`config.mk`:
```
export PLATFORM = sky130hd
export DESIGN_NAME = spwm_pair
export DESIGN_NICKNAME = d
export VERILOG_FILES = /design/src/rtl/spwm_pkg.sv /design/src/rtl/spwm_period_ctr.sv /design/src/rtl/spwm_cmd_latch.sv /design/src/rtl/spwm_steer.sv /design/src/rtl/spwm_pin_stage.sv /design/src/rtl/spwm_pair.sv
export SDC_FILE = /design/constraint.sdc
export NUM_CORES = 1
export LEC_CHECK = 0
export BUFFER_PORTS_ARGS = -buffer_cell sky130_fd_sc_hd__buf_4
export CAP_MARGIN = 20
export CORE_MARGIN = 2
export CORE_UTILIZATION = 55
export CTS_BUF_LIST = sky130_fd_sc_hd__clkbuf_4 sky130_fd_sc_hd__clkbuf_8
export CTS_CLUSTER_SIZE = 8
export DETAILED_ROUTE_END_ITERATION = 8
export GPL_TIMING_DRIVEN = 1
export PLACE_DENSITY_LB_ADDON = 0.25
export SLEW_MARGIN = 0
export SYNTH_ARGS = -nofsm -noshare
export SYNTH_HDL_FRONTEND = slang
export SYNTH_SLANG_ARGS = --single-unit
```
`constraint.sdc`:
```
create_clock -name clk -period 4.85 [get_ports clk]
set_clock_uncertainty 0.05 [all_clocks]
set_input_delay 0.2425 -clock clk [delete_from_list [all_inputs] [get_ports clk]]
set_output_delay 0.2425 -clock clk [all_outputs]
set_load 0.05 [all_outputs]
```
`src/rtl/spwm_pkg.sv`:
```
package spwm_pkg;
   typedef enum logic {
      MODE_SPLIT   = 1'b0,
      MODE_PULSSGN = 1'b1
   } drive_mode_e;

   localparam int unsigned NUM_PINS = 2;
endpackage

```
`src/rtl/spwm_period_ctr.sv`:
```
module spwm_period_ctr #(
   parameter int unsigned CNT_W = 10
) (
   input  logic             clk,
   input  logic             rst_n,
   output logic [CNT_W-1:0] cnt_o,
   output logic             wrap_o
);
   localparam logic [CNT_W-1:0] CNT_MAX = {CNT_W{1'b1}};

   logic [CNT_W-1:0] cnt_q;

   always_ff @(posedge clk) begin
      if (!rst_n) cnt_q <= '0;
      else        cnt_q <= cnt_q + 1'b1;
   end

   assign cnt_o  = cnt_q;
   assign wrap_o = (cnt_q == CNT_MAX);

   // counter steps by one and returns to zero after its top value
   p_wrap_zero_r1: assert property (@(posedge clk) disable iff (!rst_n)
      (cnt_q == CNT_MAX) |=> (cnt_q == '0));
   p_step_one_r1: assert property (@(posedge clk) disable iff (!rst_n)
      (cnt_q != CNT_MAX) |=> (cnt_q == $past(cnt_q) + 1'b1));
endmodule

```
`src/rtl/spwm_cmd_latch.sv`:
```
module spwm_cmd_latch #(
   parameter int unsigned CMD_W = 11,
   parameter int unsigned CNT_W = 10
) (
   input  logic             clk,
   input  logic             rst_n,
   input  logic             wrap_i,
   input  logic [CMD_W-1:0] cmd_i,
   output logic [CNT_W-1:0] mag_o,
   output logic             neg_o
);
   localparam int unsigned CMP_W = (CMD_W > CNT_W) ? CMD_W : CNT_W + 1;
   localparam logic [CMP_W-1:0] SAT_MAX = CMP_W'({CNT_W{1'b1}});

   logic             sgn;
   logic [CMD_W-1:0] abs_v;
   logic [CMP_W-1:0] abs_x;
   logic [CNT_W-1:0] mag_next;
   logic [CNT_W-1:0] mag_q;
   logic             neg_q;

   always_comb begin
      sgn      = cmd_i[CMD_W-1];
      abs_v    = sgn ? (~cmd_i + 1'b1) : cmd_i;
      abs_x    = CMP_W'(abs_v);
      mag_next = (abs_x > SAT_MAX) ? SAT_MAX[CNT_W-1:0] : abs_x[CNT_W-1:0];
   end

   always_ff @(posedge clk) begin
      if (!rst_n) begin
         mag_q <= '0;
         neg_q <= 1'b0;
      end else if (wrap_i) begin
         mag_q <= mag_next;
         neg_q <= sgn;
      end
   end

   assign mag_o = mag_q;
   assign neg_o = neg_q;

   // latched command only moves at the wrap
   p_hold_midframe_r3: assert property (@(posedge clk) disable iff (!rst_n)
      !wrap_i |=> ($stable(mag_q) && $stable(neg_q)));

   // most negative command clamps to full scale
   if (CMD_W - 1 >= CNT_W) begin : g_sat_chk
      p_clamp_min_r2: assert property (@(posedge clk) disable iff (!rst_n)
         (wrap_i && cmd_i == {1'b1, {(CMD_W-1){1'b0}}}) |=> (mag_q == {CNT_W{1'b1}}));
   end
endmodule

```
`src/rtl/spwm_steer.sv`:
```
module spwm_steer
   import spwm_pkg::*;
#(
   parameter int unsigned CNT_W = 10
) (
   input  logic             clk,
   input  logic             rst_n,
   input  logic [CNT_W-1:0] cnt_i,
   input  logic [CNT_W-1:0] mag_i,
   input  logic             neg_i,
   input  drive_mode_e      mode_i,
   output logic [1:0]       raw_o
);
   logic pulse;

   always_comb begin
      pulse = (cnt_i < mag_i);
      unique case (mode_i)
         MODE_PULSSGN: raw_o = {neg_i, pulse};
         default:      raw_o = {pulse & neg_i, pulse & ~neg_i};
      endcase
   end

   // split-pulse mode never drives both pins
   p_split_excl_r4: assert property (@(posedge clk) disable iff (!rst_n)
      (mode_i == MODE_SPLIT) |-> !(raw_o[0] && raw_o[1]));
   // sign pin follows a negative command in pulse-plus-sign mode
   p_sign_pin_r5: assert property (@(posedge clk) disable iff (!rst_n)
      (mode_i == MODE_PULSSGN && neg_i) |-> raw_o[1]);
   // zero magnitude leaves both generated signals low
   p_zero_idle_r6: assert property (@(posedge clk) disable iff (!rst_n)
      (mag_i == '0 && !neg_i) |-> (raw_o == 2'b00));
endmodule

```
`src/rtl/spwm_pin_stage.sv`:
```
module spwm_pin_stage #(
   parameter bit OUT_REG = 1'b1
) (
   input  logic       clk,
   input  logic       rst_n,
   input  logic [1:0] raw_i,
   input  logic [1:0] gpo_i,
   input  logic [1:0] inv_i,
   output logic [1:0] pin_o
);
   for (genvar gi = 0; gi < 2; gi++) begin : g_pin
      logic lvl;
      assign lvl = raw_i[gi] ^ gpo_i[gi] ^ inv_i[gi];

      if (OUT_REG) begin : g_reg
         logic pin_q;
         logic live_q;
         always_ff @(posedge clk) begin
            if (!rst_n) begin
               pin_q  <= 1'b0;
               live_q <= 1'b0;
            end else begin
               pin_q  <= lvl;
               live_q <= 1'b1;
            end
         end
         assign pin_o[gi] = pin_q;

         // toggling only the general-purpose bit toggles the pin next clock
         p_gpo_flip_r7: assert property (@(posedge clk) disable iff (!rst_n)
            (live_q && !$stable(gpo_i[gi]) && $stable(raw_i[gi]) && $stable(inv_i[gi]))
            |=> (pin_o[gi] != $past(pin_o[gi])));
         // toggling only the polarity bit toggles the pin next clock
         p_inv_flip_r8: assert property (@(posedge clk) disable iff (!rst_n)
            (live_q && !$stable(inv_i[gi]) && $stable(raw_i[gi]) && $stable(gpo_i[gi]))
            |=> (pin_o[gi] != $past(pin_o[gi])));
      end else begin : g_comb
         assign pin_o[gi] = rst_n ? lvl : 1'b0;
      end
   end
endmodule

```
`src/rtl/spwm_pair.sv`:
```
module spwm_pair
   import spwm_pkg::*;
#(
   parameter int unsigned CMD_W   = 11,
   parameter int unsigned CNT_W   = 10,
   parameter bit          OUT_REG = 1'b1
) (
   input  logic             clk,
   input  logic             rst_n,
   input  logic [CMD_W-1:0] cmd_i,
   input  logic             mode_i,
   input  logic [1:0]       inv_i,
   input  logic [1:0]       gpo_i,
   output logic [1:0]       pin_o
);
   if (CNT_W < 2) begin : g_bad_cnt
      $error("spwm_pair: CNT_W must be at least 2");
   end
   if (CMD_W < 2) begin : g_bad_cmd
      $error("spwm_pair: CMD_W must be at least 2");
   end
   if (NUM_PINS != 2) begin : g_bad_pins
      $error("spwm_pair: pin stage is built for two pins");
   end

   logic [CNT_W-1:0] cnt;
   logic             wrap;
   logic [CNT_W-1:0] mag;
   logic             neg;
   logic [1:0]       raw;
   drive_mode_e      mode_e;

   assign mode_e = drive_mode_e'(mode_i);

   spwm_period_ctr #(.CNT_W(CNT_W)) u_ctr (
      .clk(clk), .rst_n(rst_n), .cnt_o(cnt), .wrap_o(wrap)
   );

   spwm_cmd_latch #(.CMD_W(CMD_W), .CNT_W(CNT_W)) u_latch (
      .clk(clk), .rst_n(rst_n), .wrap_i(wrap), .cmd_i(cmd_i),
      .mag_o(mag), .neg_o(neg)
   );

   spwm_steer #(.CNT_W(CNT_W)) u_steer (
      .clk(clk), .rst_n(rst_n), .cnt_i(cnt), .mag_i(mag), .neg_i(neg),
      .mode_i(mode_e), .raw_o(raw)
   );

   spwm_pin_stage #(.OUT_REG(OUT_REG)) u_pins (
      .clk(clk), .rst_n(rst_n), .raw_i(raw), .gpo_i(gpo_i), .inv_i(inv_i),
      .pin_o(pin_o)
   );

   // pins stay low while reset is held
   p_reset_low_r9: assert property (@(posedge clk)
      !rst_n |=> (OUT_REG ? (pin_o == 2'b00) : 1'b1));
endmodule

```
==> impl_results.md, run 1 <==
* Final sum of negative setup slack at 0 ns
* Detailed-route vias per instance at between 5 and 6
* Number of nets in the finished design at between 200 and 250
* Sequential share of the synthesized area at 34.4%
* Highest net fanout along the worst path at 12
* Leading cell type in the layout, fill and taps excluded: dfxtp_1
* Sw power at between 80 and 90 uW
* Share of cells above drive strength 1 at approximately 14%
* First-pass GRT wire length at between 4000 and 5000 um
* Power share of the sequential group at a little under three fifths
* Flip-flop and latch count after synthesis at 23
* Shortest period the worst path allows at ~2.2 ns
* P_int at approximately 260 uW
* Peak ir drop on the vdd network at 0.000190 V
* Hold/Removal Path Class: in -> reg
* Total setup buffers inserted after CTS at 0
* Maximum achievable frequency at 449 MHz
* Crit Reg-Reg Startpoint: u_ctr.cnt_o[3]$_SDFF_PN0_
* Setup Crit Path Kind: reg -> reg
* First-pass iteration count of the detailed router at 6
* Met3 Routed Length at roughly 110 um
* Post-Synthesis Mean Instance Area at between 8 and 9 um2
* Drt total wl at between 2000 and 3000 um
* Wire length the detailed router placed on met1 at 1240 um
* Count of clock tree sinks at 23
* Max-cap viol count at 0
* Number of rows created at floorplan at 17
* Routability congestion estimate at around 0.84
* Port Buffers at 19
* Hold path depth at 4
* Post-route ant nets at 0
* Most area-consuming cells after synthesis: dfxtp_1 (34%), ha_1 (10%), xor2_1 (8.5%), o21ai_0 (6.3%), a21oi_1 (4.9%)
* Commonest non-fill, non-tap cells in the layout: dfxtp_1 (23), buf_4 (19), o21ai_0 (17)
* Count of vias placed by the detailed router at 1143
* CTS tree: built
* Die X at ~53 um
* Detailed-routed wire length on met2 at 1260 um
* Die footprint at around 2800 um2
* Dominant register cell in the synthesized netlist: dfxtp_1
* Clock-pin slew on the worst setup and hold paths at 0.12 ns
* Count of instances resized after the clock tree is built at 0
* Async set or reset register ratio after synthesis at 0%
* GRT Util Overall at 21.2%
* Type of destination of the critical path: flip-flop
* Largest net degree at the start of global routing at 15
* Required arrival time at the worst endpoint at between 4 and 5 ns
* Number of antenna diodes at 0
* CP Launch Point: u_ctr.cnt_o[3]$_SDFF_PN0_
* Instance count of the mapped netlist at 165
* Number of setup violations in the final report at 0
* Max Used Layer: met4
* Final hold violation count at 0
* Post-DP Area at 1480 um2
* Final hold slack at between 0.15 and 0.2 ns
* Iteration-0 DRC count of the detailed router at 19
* Source-to-sink clock delay at the later pin of the worst-skew pair at ~0.30 ns
* Share of the synthesized area in the top cell type at about a third
* Starting density of the core at ~59%
* Worst Reg-to-Reg Cells at 5
* Number of top-level design ports at 20
* Status: finished clean
* Via count of the first global-routing pass at roughly 1000
* Combinational cell fraction of total power at 16.5%
* Distinct cells, synth at 32
* DR DRC count at 0
* Clock root buffer master: clkbuf_4
* Period Utilization, post-route at between 40% and 50%
* Level count of the clock H-tree at 1
* Clock buffer depth at 2
* Clock Power Share at between 20% and 30%
* Post-synthesis cell type with the largest combined area: dfxtp_1
* Static power due to leakage at 0.000615 uW
* Number of synthesized flops with an enable pin at 0
* Die Y-Extent at around 53 um
* Total power per unit cell area at 227 nW/um2
* Cell area after technology mapping at between 1000 and 1500 um2
* Post-CTS Hold Fix Bufs at 0
* Hold path startpoint: inv_i[1]
* Fill count at ~190
* Remaining global-route overflow at 0
* Yosys warning total at 0
* HPWL after detailed placement at roughly 2100 um
* Antenna violations before repair at 0
* Tightest Pin Transition at ~0.76 ns
* Total CTS buffers at 3
* Core footprint at roughly 2300 um2
* Post-synth net total at roughly 190
* Layout-stage area growth over the synthesis result at 12.7%
* Summed area of non-filler cells in the final layout at around 1500 um2
* Crit path launch type: flip-flop
* Setup repair after global routing missed its margin: no
* Max-slew violations at 0
* Average detailed-routed wire length per instance at 12.6 um
* Max transition margin at 47.9%
* Data arrival time of the critical path at between 2 and 2.5 ns
* Proportion of total power due to net switching at between 20% and 30%
[power by group through the flow]
stage / registers, uW / logic, uW / clock network (uW)
CTS: 197 / 56.7 / 93.1
global route: 197 / 62.5 / 104
global placement: 200 / 55.3 / 0
floorplan: 199 / 37.8 / 0
detailed placement: 201 / 56.4 / 0
finish: 196 / 56.5 / 89.6
[path summary, 6_finish.rpt]
kind,slack [ns],to
min reg2reg,0.46,u_ctr.cnt_o[0]$_SDFF_PN0_
max reg2reg,2.62,u_latch.mag_o[0]$_SDFFE_PN0N_
min,0.18,u_pins.g_pin[1].g_reg.pin_q$_SDFF_PN0_
max,2.62,u_latch.mag_o[0]$_SDFFE_PN0N_
[worst max-delay path, stage by stage, from the launching register on]
cell and delay [ns]:
dfxtp_1 0.44, and4_1 0.27, nand3_1 0.12, nor2_1 0.58, o41a_1 0.50, a21oi_1 0.13
[kinds of logic after synthesis]
logic type | synth area share (%)
AO/OA/AOI/OAI | 17.7
XOR/XNOR | 10.5
adder cells (fa/ha/maj) | 10.3
buffers and inverters | 6.72
flip-flops | 34.4
multiplexers | 2.24
AND/OR/NAND/NOR | 18.2
[routing by layer]
metal	GRT usage, %	vias up
met5	0	-
li1	-	601
met2	36.6	31
met3	5.08	2
met1	26.1	509
met4	5.13	0
[metrics by stage]
step | std cells | power [uW] | util, % | worst slack, ns
2_1_floorplan | 165 | 237 | - | 3.08
3_3_place_gp | 204 | 256 | 65.6 | 2.82
3_5_place_dp | 204 | 257 | 65.6 | 2.70
4_1_cts | 208 | 346 | 67.0 | 2.66
5_1_grt | 208 | 364 | 67.0 | 2.48
6_report | 208 | 343 | 67.0 | 2.62
[state kept, by name, indices dropped and copies added, names as in the netlist]
name / count
u_ctr.cnt_o: 10
u_latch.mag_o: 10
u_latch.neg_o: 1
u_pins.g_pin.g_reg.pin_q: 2
[cells in the mapped netlist, drive strengths merged, types with 3 or more instances]
cell    instances
xor2           13
clkbuf          6
ha             11
nand3           7
inv            14
a21oi          13
nor2           14
or3             4
dfxtp          23
nand2          13
xnor2           3
o21ai          17
mux2i           3
[final cells by class]
type	count	area [um2]	area share, %
flip-flops and latches	23	460	30.5
well taps	28	35.0	2.32
clock buffers	4	30.0	1.99
repair buffers	19	143	9.44
multi-input cells	120	790	52.3
inverters	14	52.6	3.48
No activity file was read; power rests on OpenSTA's default activity.
==> run 2: changes to the inputs <==
==> constraint.sdc (replaced) <==
create_clock -name clk -period 2.16 [get_ports clk]
set_clock_uncertainty 0.05 [all_clocks]
set_input_delay 0.108 -clock clk [delete_from_list [all_inputs] [get_ports clk]]
set_output_delay 0.108 -clock clk [all_outputs]
set_load 0.05 [all_outputs]
==> run 2 against run 1 <==
Against the previous run:
- power is 120% higher
- via count is 1.9% higher
- largest power group unchanged
- critical path depth is 1 higher
- non-clock buffer count is 2 higher
- combinational power is 120% higher
- highest routed layer unchanged
- sequential power is 130% higher
- wire length hardly changed
- die area stayed put
- cell count is 0.96% higher
- worst hold slack worse by 0.16 ns
==> impl_results.md, run 2 (synthesis gave the netlist of run 1 again) <==
* Status: finished clean
* Register-to-register setup slack at 0.32 ns (-2.30 ns)
* Final sum of negative setup slack at 0 ns (unchanged)
* Power after layout at 765 uW (+120%)
* GRT Util Overall at 22.3% (+1.1 points)
* Worst Reg-to-Reg Cells at 6 (+1)
* Detailed-routed wire length on met2 at 1290 um (+2.5%)
* Hold path depth at 3 (-1)
* Post-DP Area at 1500 um2 (+1.0%)
* Peak ir drop on the vdd network at 0.000329 V (+73%)
* Summed area of non-filler cells in the final layout at 1520 um2 (+0.83%)
* Die footprint at 2850 um2 (unchanged)
* Shortest period the worst path allows at 1.84 ns (-0.387 ns)
* Routability congestion estimate at 0.830 (-0.90%)
* Drt total wl at 2630 um (about the same)
* Max-slew violations at 0 (unchanged)
* Die X at 53.4 um (unchanged)
* Count of clock tree sinks at 23 (unchanged)
* Data arrival time of the critical path at 2.00 ns (-0.36 ns)
* Number of antenna diodes at 0 (unchanged)
* Endpoint of the worst-slack reg-to-reg timing path: u_pins.g_pin[0].g_reg.pin_q$_SDFF_PN0_
* Setup Crit Path Kind: reg -> reg
* Level count of the clock H-tree at 1 (unchanged)
* Number of top-level design ports at 20 (unchanged)
* Crit Reg-Reg Startpoint: u_ctr.cnt_o[3]$_SDFF_PN0_
* Clock buffer depth at 2 (unchanged)
* Iteration-0 DRC count of the detailed router at 15 (-4)
* Remaining global-route overflow at 0 (unchanged)
* Count of vias placed by the detailed router at 1165 (+1.9%)
* Hold/Removal Path Class: in -> reg
* Average detailed-routed wire length per instance at 12.5 um (-1.0%)
* DR DRC count at 0 (unchanged)
* Max transition margin at 74.8% (+27 points)
* Post-CTS Hold Fix Bufs at 0 (unchanged)
* Setup repair after global routing missed its margin: no
* Clock-pin slew on the worst setup and hold paths at 0.13 ns (about the same)
* Post-route ant nets at 0 (unchanged)
* Met3 Routed Length at 76 um (-33%)
* Total setup buffers inserted after CTS at 0 (unchanged)
* Total CTS buffers at 3 (unchanged)
* Largest net degree at the start of global routing at 15 (unchanged)
* Leading cell type in the layout, fill and taps excluded: dfxtp_1
* Source-to-sink clock delay at the later pin of the worst-skew pair at 0.31 ns (about the same)
* Final hold violation count at 0 (unchanged)
* Number of setup violations in the final report at 0 (unchanged)
* Highest net fanout along the worst path at 6 (-6)
* CTS tree: built
* Hold path startpoint: cmd_i[0]
* Detailed-route vias per instance at 5.55 (+0.95%)
* Share of cells above drive strength 1 at 14.8% (+0.95 points)
* Type of destination of the critical path: flip-flop
* Layout-stage area growth over the synthesis result at 13.6%
* Static power due to leakage at 0.000623 uW (+1.5%)
* Core footprint at 2250 um2 (unchanged)
* Commonest non-fill, non-tap cells in the layout: dfxtp_1 (23), buf_4 (21), o21ai_0 (17)
* Clock root buffer master: clkbuf_4
* Die Y-Extent at 53.4 um (unchanged)
* Maximum achievable frequency at 544 MHz (+21%)
* Via count of the first global-routing pass at 1124 (+14%)
* Antenna violations before repair at 0 (unchanged)
* Number of rows created at floorplan at 17 (unchanged)
* Number of nets in the finished design at 212 (+0.95%)
* Max Used Layer: met4
* Wire length the detailed router placed on met1 at 1220 um (-1.9%)
* Max-cap viol count at 0 (unchanged)
* Endpoint of the worst hold-timing path: u_latch.mag_o[0]$_SDFFE_PN0N_
* First-pass iteration count of the detailed router at 4 (-2)
* Count of instances resized after the clock tree is built at 0 (unchanged)
* HPWL after detailed placement at 2100 um (+1.5%)
* Total power per unit cell area at 503 nW/um2 (+120%)
* Port Buffers at 19 (unchanged)
* Tightest Pin Transition at 0.369 ns (-0.393 ns)
* Required arrival time at the worst endpoint at 2.32 ns (-2.66 ns)
* First-pass GRT wire length at 4620 um (+5.5%)
* Period Utilization, post-route at 85.1% (+39 points)
* Crit path launch type: flip-flop
* Starting density of the core at 59.4% (unchanged)
[run 2: metal layers]
layer  GRT usage, %  up-vias
li1               -      601
met1           26.7      543
met2           38.9       17
met3           2.54        4
met4           10.7        0
met5              0        -
[run 2: report_power, final]
part | internal, uW | total, uW | switching (uW)
Clock | 69.1 | 198 | 129
Combinational | 57.6 | 126 | 68.1
Sequential | 433 | 442 | 8.43
Total | 560 | 765 | 205
[run 2: area by class of cell]
class | count | area, um2
Sequential cell | 23 | 460
Inverter | 14 | 52.6
Fill cell | 204 | 732
Timing Repair Buffer | 21 | 158
Multi-Input combinational cell | 120 | 790
Clock buffer | 3 | 22.5
Clock inverter | 1 | 5.00
Tap cell | 28 | 35.0
[run 2: worst max-delay path, stage by stage, from the launching register on]
cell,delay (ns)
dfxtp_1,0.46
ha_1,0.29
a211oi_1,0.22
nand2_1,0.10
o21ai_0,0.29
a2111oi_0,0.15
nand4b_1,0.18
[run 2: how the worst max path moves through the flow]
stage / to / slack (ns) / start / depth (start not counted)
6_report: u_pins.g_pin[0].g_reg.pin_q$_SDFF_PN0_ / 0.32 / u_ctr.cnt_o[3]$_SDFF_PN0_ / 6
5_1_grt: u_pins.g_pin[1].g_reg.pin_q$_SDFF_PN0_ / 0.16 / u_ctr.cnt_o[7]$_SDFF_PN0_ / 6
4_1_cts: u_pins.g_pin[1].g_reg.pin_q$_SDFF_PN0_ / 0.33 / u_ctr.cnt_o[7]$_SDFF_PN0_ / 6
3_3_place_gp: u_pins.g_pin[1].g_reg.pin_q$_SDFF_PN0_ / 0.41 / u_ctr.cnt_o[7]$_SDFF_PN0_ / 6
2_1_floorplan: u_pins.g_pin[1].g_reg.pin_q$_SDFF_PN0_ / 0.39 / u_ctr.cnt_o[7]$_SDFF_PN0_ / 5
3_5_place_dp: u_latch.mag_o[9]$_SDFFE_PN0N_ / 0.34 / cmd_i[4] / 6
[run 2: stage by stage]
stage	util [%]	setup WS, ns	cells	hold slack, ns
4_1_cts	67.5	0.334	210	0.0253
3_3_place_gp	66.3	0.406	206	0.328
6_report	67.5	0.322	210	0.0287
5_1_grt	67.5	0.164	210	0.0331
2_1_floorplan	-	0.388	165	0.196
3_5_place_dp	66.3	0.337	206	0.344
==> run 3: changes to the inputs <==
==> constraint.sdc (replaced) <==
create_clock -name clk -period 2.16 [get_ports clk]
set_clock_uncertainty 0.05 [all_clocks]
set_input_delay 0.432 -clock clk [delete_from_list [all_inputs] [get_ports clk]]
set_output_delay 0.432 -clock clk [all_outputs]
set_load 0.05 [all_outputs]
==> run 3 against run 2 <==
Against the previous run:
- combinational power is essentially flat
- sequential power is essentially flat
- global-route usage shrank 1.1 points
- clock power grew 7%
- first-iteration DRC count grew 20%
- critical endpoint is now u_pins.g_pin[1].g_reg.pin_q$_SDFF_PN0_
- largest cell class unchanged
- highest routed layer unchanged
==> impl_results.md, run 3 (synthesis gave the netlist of run 1 again) <==
* Core footprint at 2250 um2 (unchanged)
* Type of destination of the critical path: flip-flop
* Summed area of non-filler cells in the final layout at 1530 um2 (+0.16%)
* Required arrival time at the worst endpoint at 2.35 ns (+0.03 ns)
* Die X at 53.4 um (unchanged)
* Crit path max-delay cell type: a2111oi_0
* Max-slew violations at 0 (unchanged)
* Highest net fanout along the worst path at 4 (-2)
* GRT Util Overall at 21.2% (-1.1 points)
* Routability congestion estimate at 0.806 (-2.8%)
* First-pass GRT wire length at 4440 um (-4.0%)
* Buf+Inv Stages, Crit Path at 1 (+1)
* Number of top-level design ports at 20 (unchanged)
* Final hold violation count at 0 (unchanged)
* Port Buffers at 19 (unchanged)
* Leading cell type in the layout, fill and taps excluded: dfxtp_1
* Count of clock tree sinks at 23 (unchanged)
* HPWL after detailed placement at 2110 um (+0.42%)
* Setup Crit Path Kind: reg -> reg
* Worst Reg-to-Reg Cells at 6 (unchanged)
* Die footprint at 2850 um2 (unchanged)
* Cell family contributing the most delay on the critical path: compound AO/OA/AOI/OAI gates
* Maximum achievable frequency at 526 MHz (-3.4%)
* Remaining global-route overflow at 0 (unchanged)
* Number of setup violations in the final report at 0 (unchanged)
* Level count of the clock H-tree at 1 (unchanged)
* Total setup buffers inserted after CTS at 0 (unchanged)
* Clock buffer depth at 2 (unchanged)
* DR DRC count at 0 (unchanged)
* Fill count at 209 (+2.5%)
* Post-route ant nets at 0 (unchanged)
* Post-DP Area at 1500 um2 (unchanged)
* Worst path cell trace: ha_1, a2111oi_0, buf_4, nand2_1, o21ai_0, mux2i_1
* Final sum of negative setup slack at 0 ns (unchanged)
* Commonest non-fill, non-tap cells in the layout: dfxtp_1 (23), buf_4 (21), o21ai_0 (17)
* Hold path depth at 3 (unchanged)
* Die Y-Extent at 53.4 um (unchanged)
* Period Utilization, post-route at 88.1% (+3.0 points)
* Slowest Stage Delay on Critical Path at 0.43 ns (-0.03 ns)
* Clock root buffer master: clkbuf_4
* Number of rows created at floorplan at 17 (unchanged)
* Via count of the first global-routing pass at 1088 (-3.2%)
* Post-CTS Hold Fix Bufs at 0 (unchanged)
* Max-cap viol count at 0 (unchanged)
* CP Launch Point: u_ctr.cnt_o[7]$_SDFF_PN0_
* Critical path depth at 6 (unchanged)
* Antenna violations before repair at 0 (unchanged)
* Status: finished clean
* Count of instances resized after the clock tree is built at 0 (unchanged)
* Tightest Pin Transition at 0.380 ns (+0.0113 ns)
* Count of vias placed by the detailed router at 1165 (unchanged)
* CTS tree: built
* Post-route setup slack at 0.257 ns (-0.0647 ns)
* Layout-stage area growth over the synthesis result at 13.8%
* Share of cells above drive strength 1 at 14.8% (unchanged)
* Average detailed-routed wire length per instance at 12.3 um (-1.4%)
* Crit path launch type: flip-flop
* Peak ir drop on the vdd network at 0.000306 V (-6.9%)
* Static power due to leakage at 0.000624 uW (+0.11%)
* Iteration-0 DRC count of the detailed router at 18 (+3)
* Hold path startpoint: cmd_i[0]
* Number of antenna diodes at 0 (unchanged)
* Drt total wl at 2590 um (-1.4%)
* Total CTS buffers at 3 (unchanged)
* Hold/Removal Path Class: in -> reg
* Data arrival time of the critical path at 2.09 ns (+0.09 ns)
* Crit Reg-Reg Startpoint: u_ctr.cnt_o[7]$_SDFF_PN0_
* Total power per unit cell area at 510 nW/um2 (+1.5%)
* Starting density of the core at 59.4% (unchanged)
* Setup repair after global routing missed its margin: no
* Detailed-route vias per instance at 5.55 (unchanged)
* Source-to-sink clock delay at the later pin of the worst-skew pair at 0.30 ns (about the same)
* First-pass iteration count of the detailed router at 4 (unchanged)
* Shortest period the worst path allows at 1.90 ns (+0.0647 ns)
* Worst slack after detailed placement at 0.0494 ns (-0.288 ns)
* Number of nets in the finished design at 212 (unchanged)
* Max transition margin at 74.0% (-0.77 points)
* Largest net degree at the start of global routing at 15 (unchanged)
* Clock-pin slew on the worst setup and hold paths at 0.13 ns (about the same)
-- run 3: changes by cell type in the layout (fill, tap and decap cells not counted) --
| cell | previous run | this run |
|---|---|---|
| clkbuf_4 | 3 | 4 |
| clkinv_2 | 1 | 0 |
-- run 3: final timing paths --
check | end | slack, ns
min | u_latch.mag_o[0]$_SDFFE_PN0N_ | 0.34
max | u_pins.g_pin[1].g_reg.pin_q$_SDFF_PN0_ | 0.26
min reg2reg | u_ctr.cnt_o[0]$_SDFF_PN0_ | 0.45
max reg2reg | u_pins.g_pin[1].g_reg.pin_q$_SDFF_PN0_ | 0.26
-- run 3: final cells by class --
class	instances	area (um2)	area share, %
sequential	23	460	30.2
clock buffer	4	30.0	1.97
tap	28	35.0	2.30
multi-input combinational	120	790	51.8
inverter	14	52.6	3.45
timing repair buffer	21	158	10.3
-- run 3: worst reg2reg max path, delay by kind of cell, from the launching register on --
family          cells  cell delay (ns)
fa+ha+maj           1             0.32
flops               1             0.37
mux                 1             0.22
buf+inv             1             0.19
simple gates        1             0.05
compound gates      2             0.64
-- run 3: routing by layer --
metal	part of all wire, %	track usage, %
met5	0	0
met2	49	38.9
met1	47	25.7
met3	2.5	2.54
met4	0.54	5.56
-- run 3: stage by stage --
| stage | instances | util (%) | hold slack (ns) | total power [uW] |
|---|---|---|---|---|
| 2_1_floorplan | 165 | - | 0.392 | 532 |
| 3_3_place_gp | 206 | 66.3 | 0.420 | 573 |
| 3_5_place_dp | 206 | 66.3 | 0.429 | 578 |
| 4_1_cts | 210 | 67.6 | 0.336 | 783 |
| 5_1_grt | 210 | 67.6 | 0.360 | 814 |
| 6_report | 210 | 67.6 | 0.344 | 778 |
-- run 3: report_power, final --
part | leakage, uW | switching, uW | internal [uW] | total [uW]
sequential | 0.000186 | 8.29 | 433 | 442
combinational | 0.000419 | 67.9 | 57.6 | 125
clock | 0.0000184 | 127 | 84.4 | 211
total | 0.000624 | 203 | 575 | 778
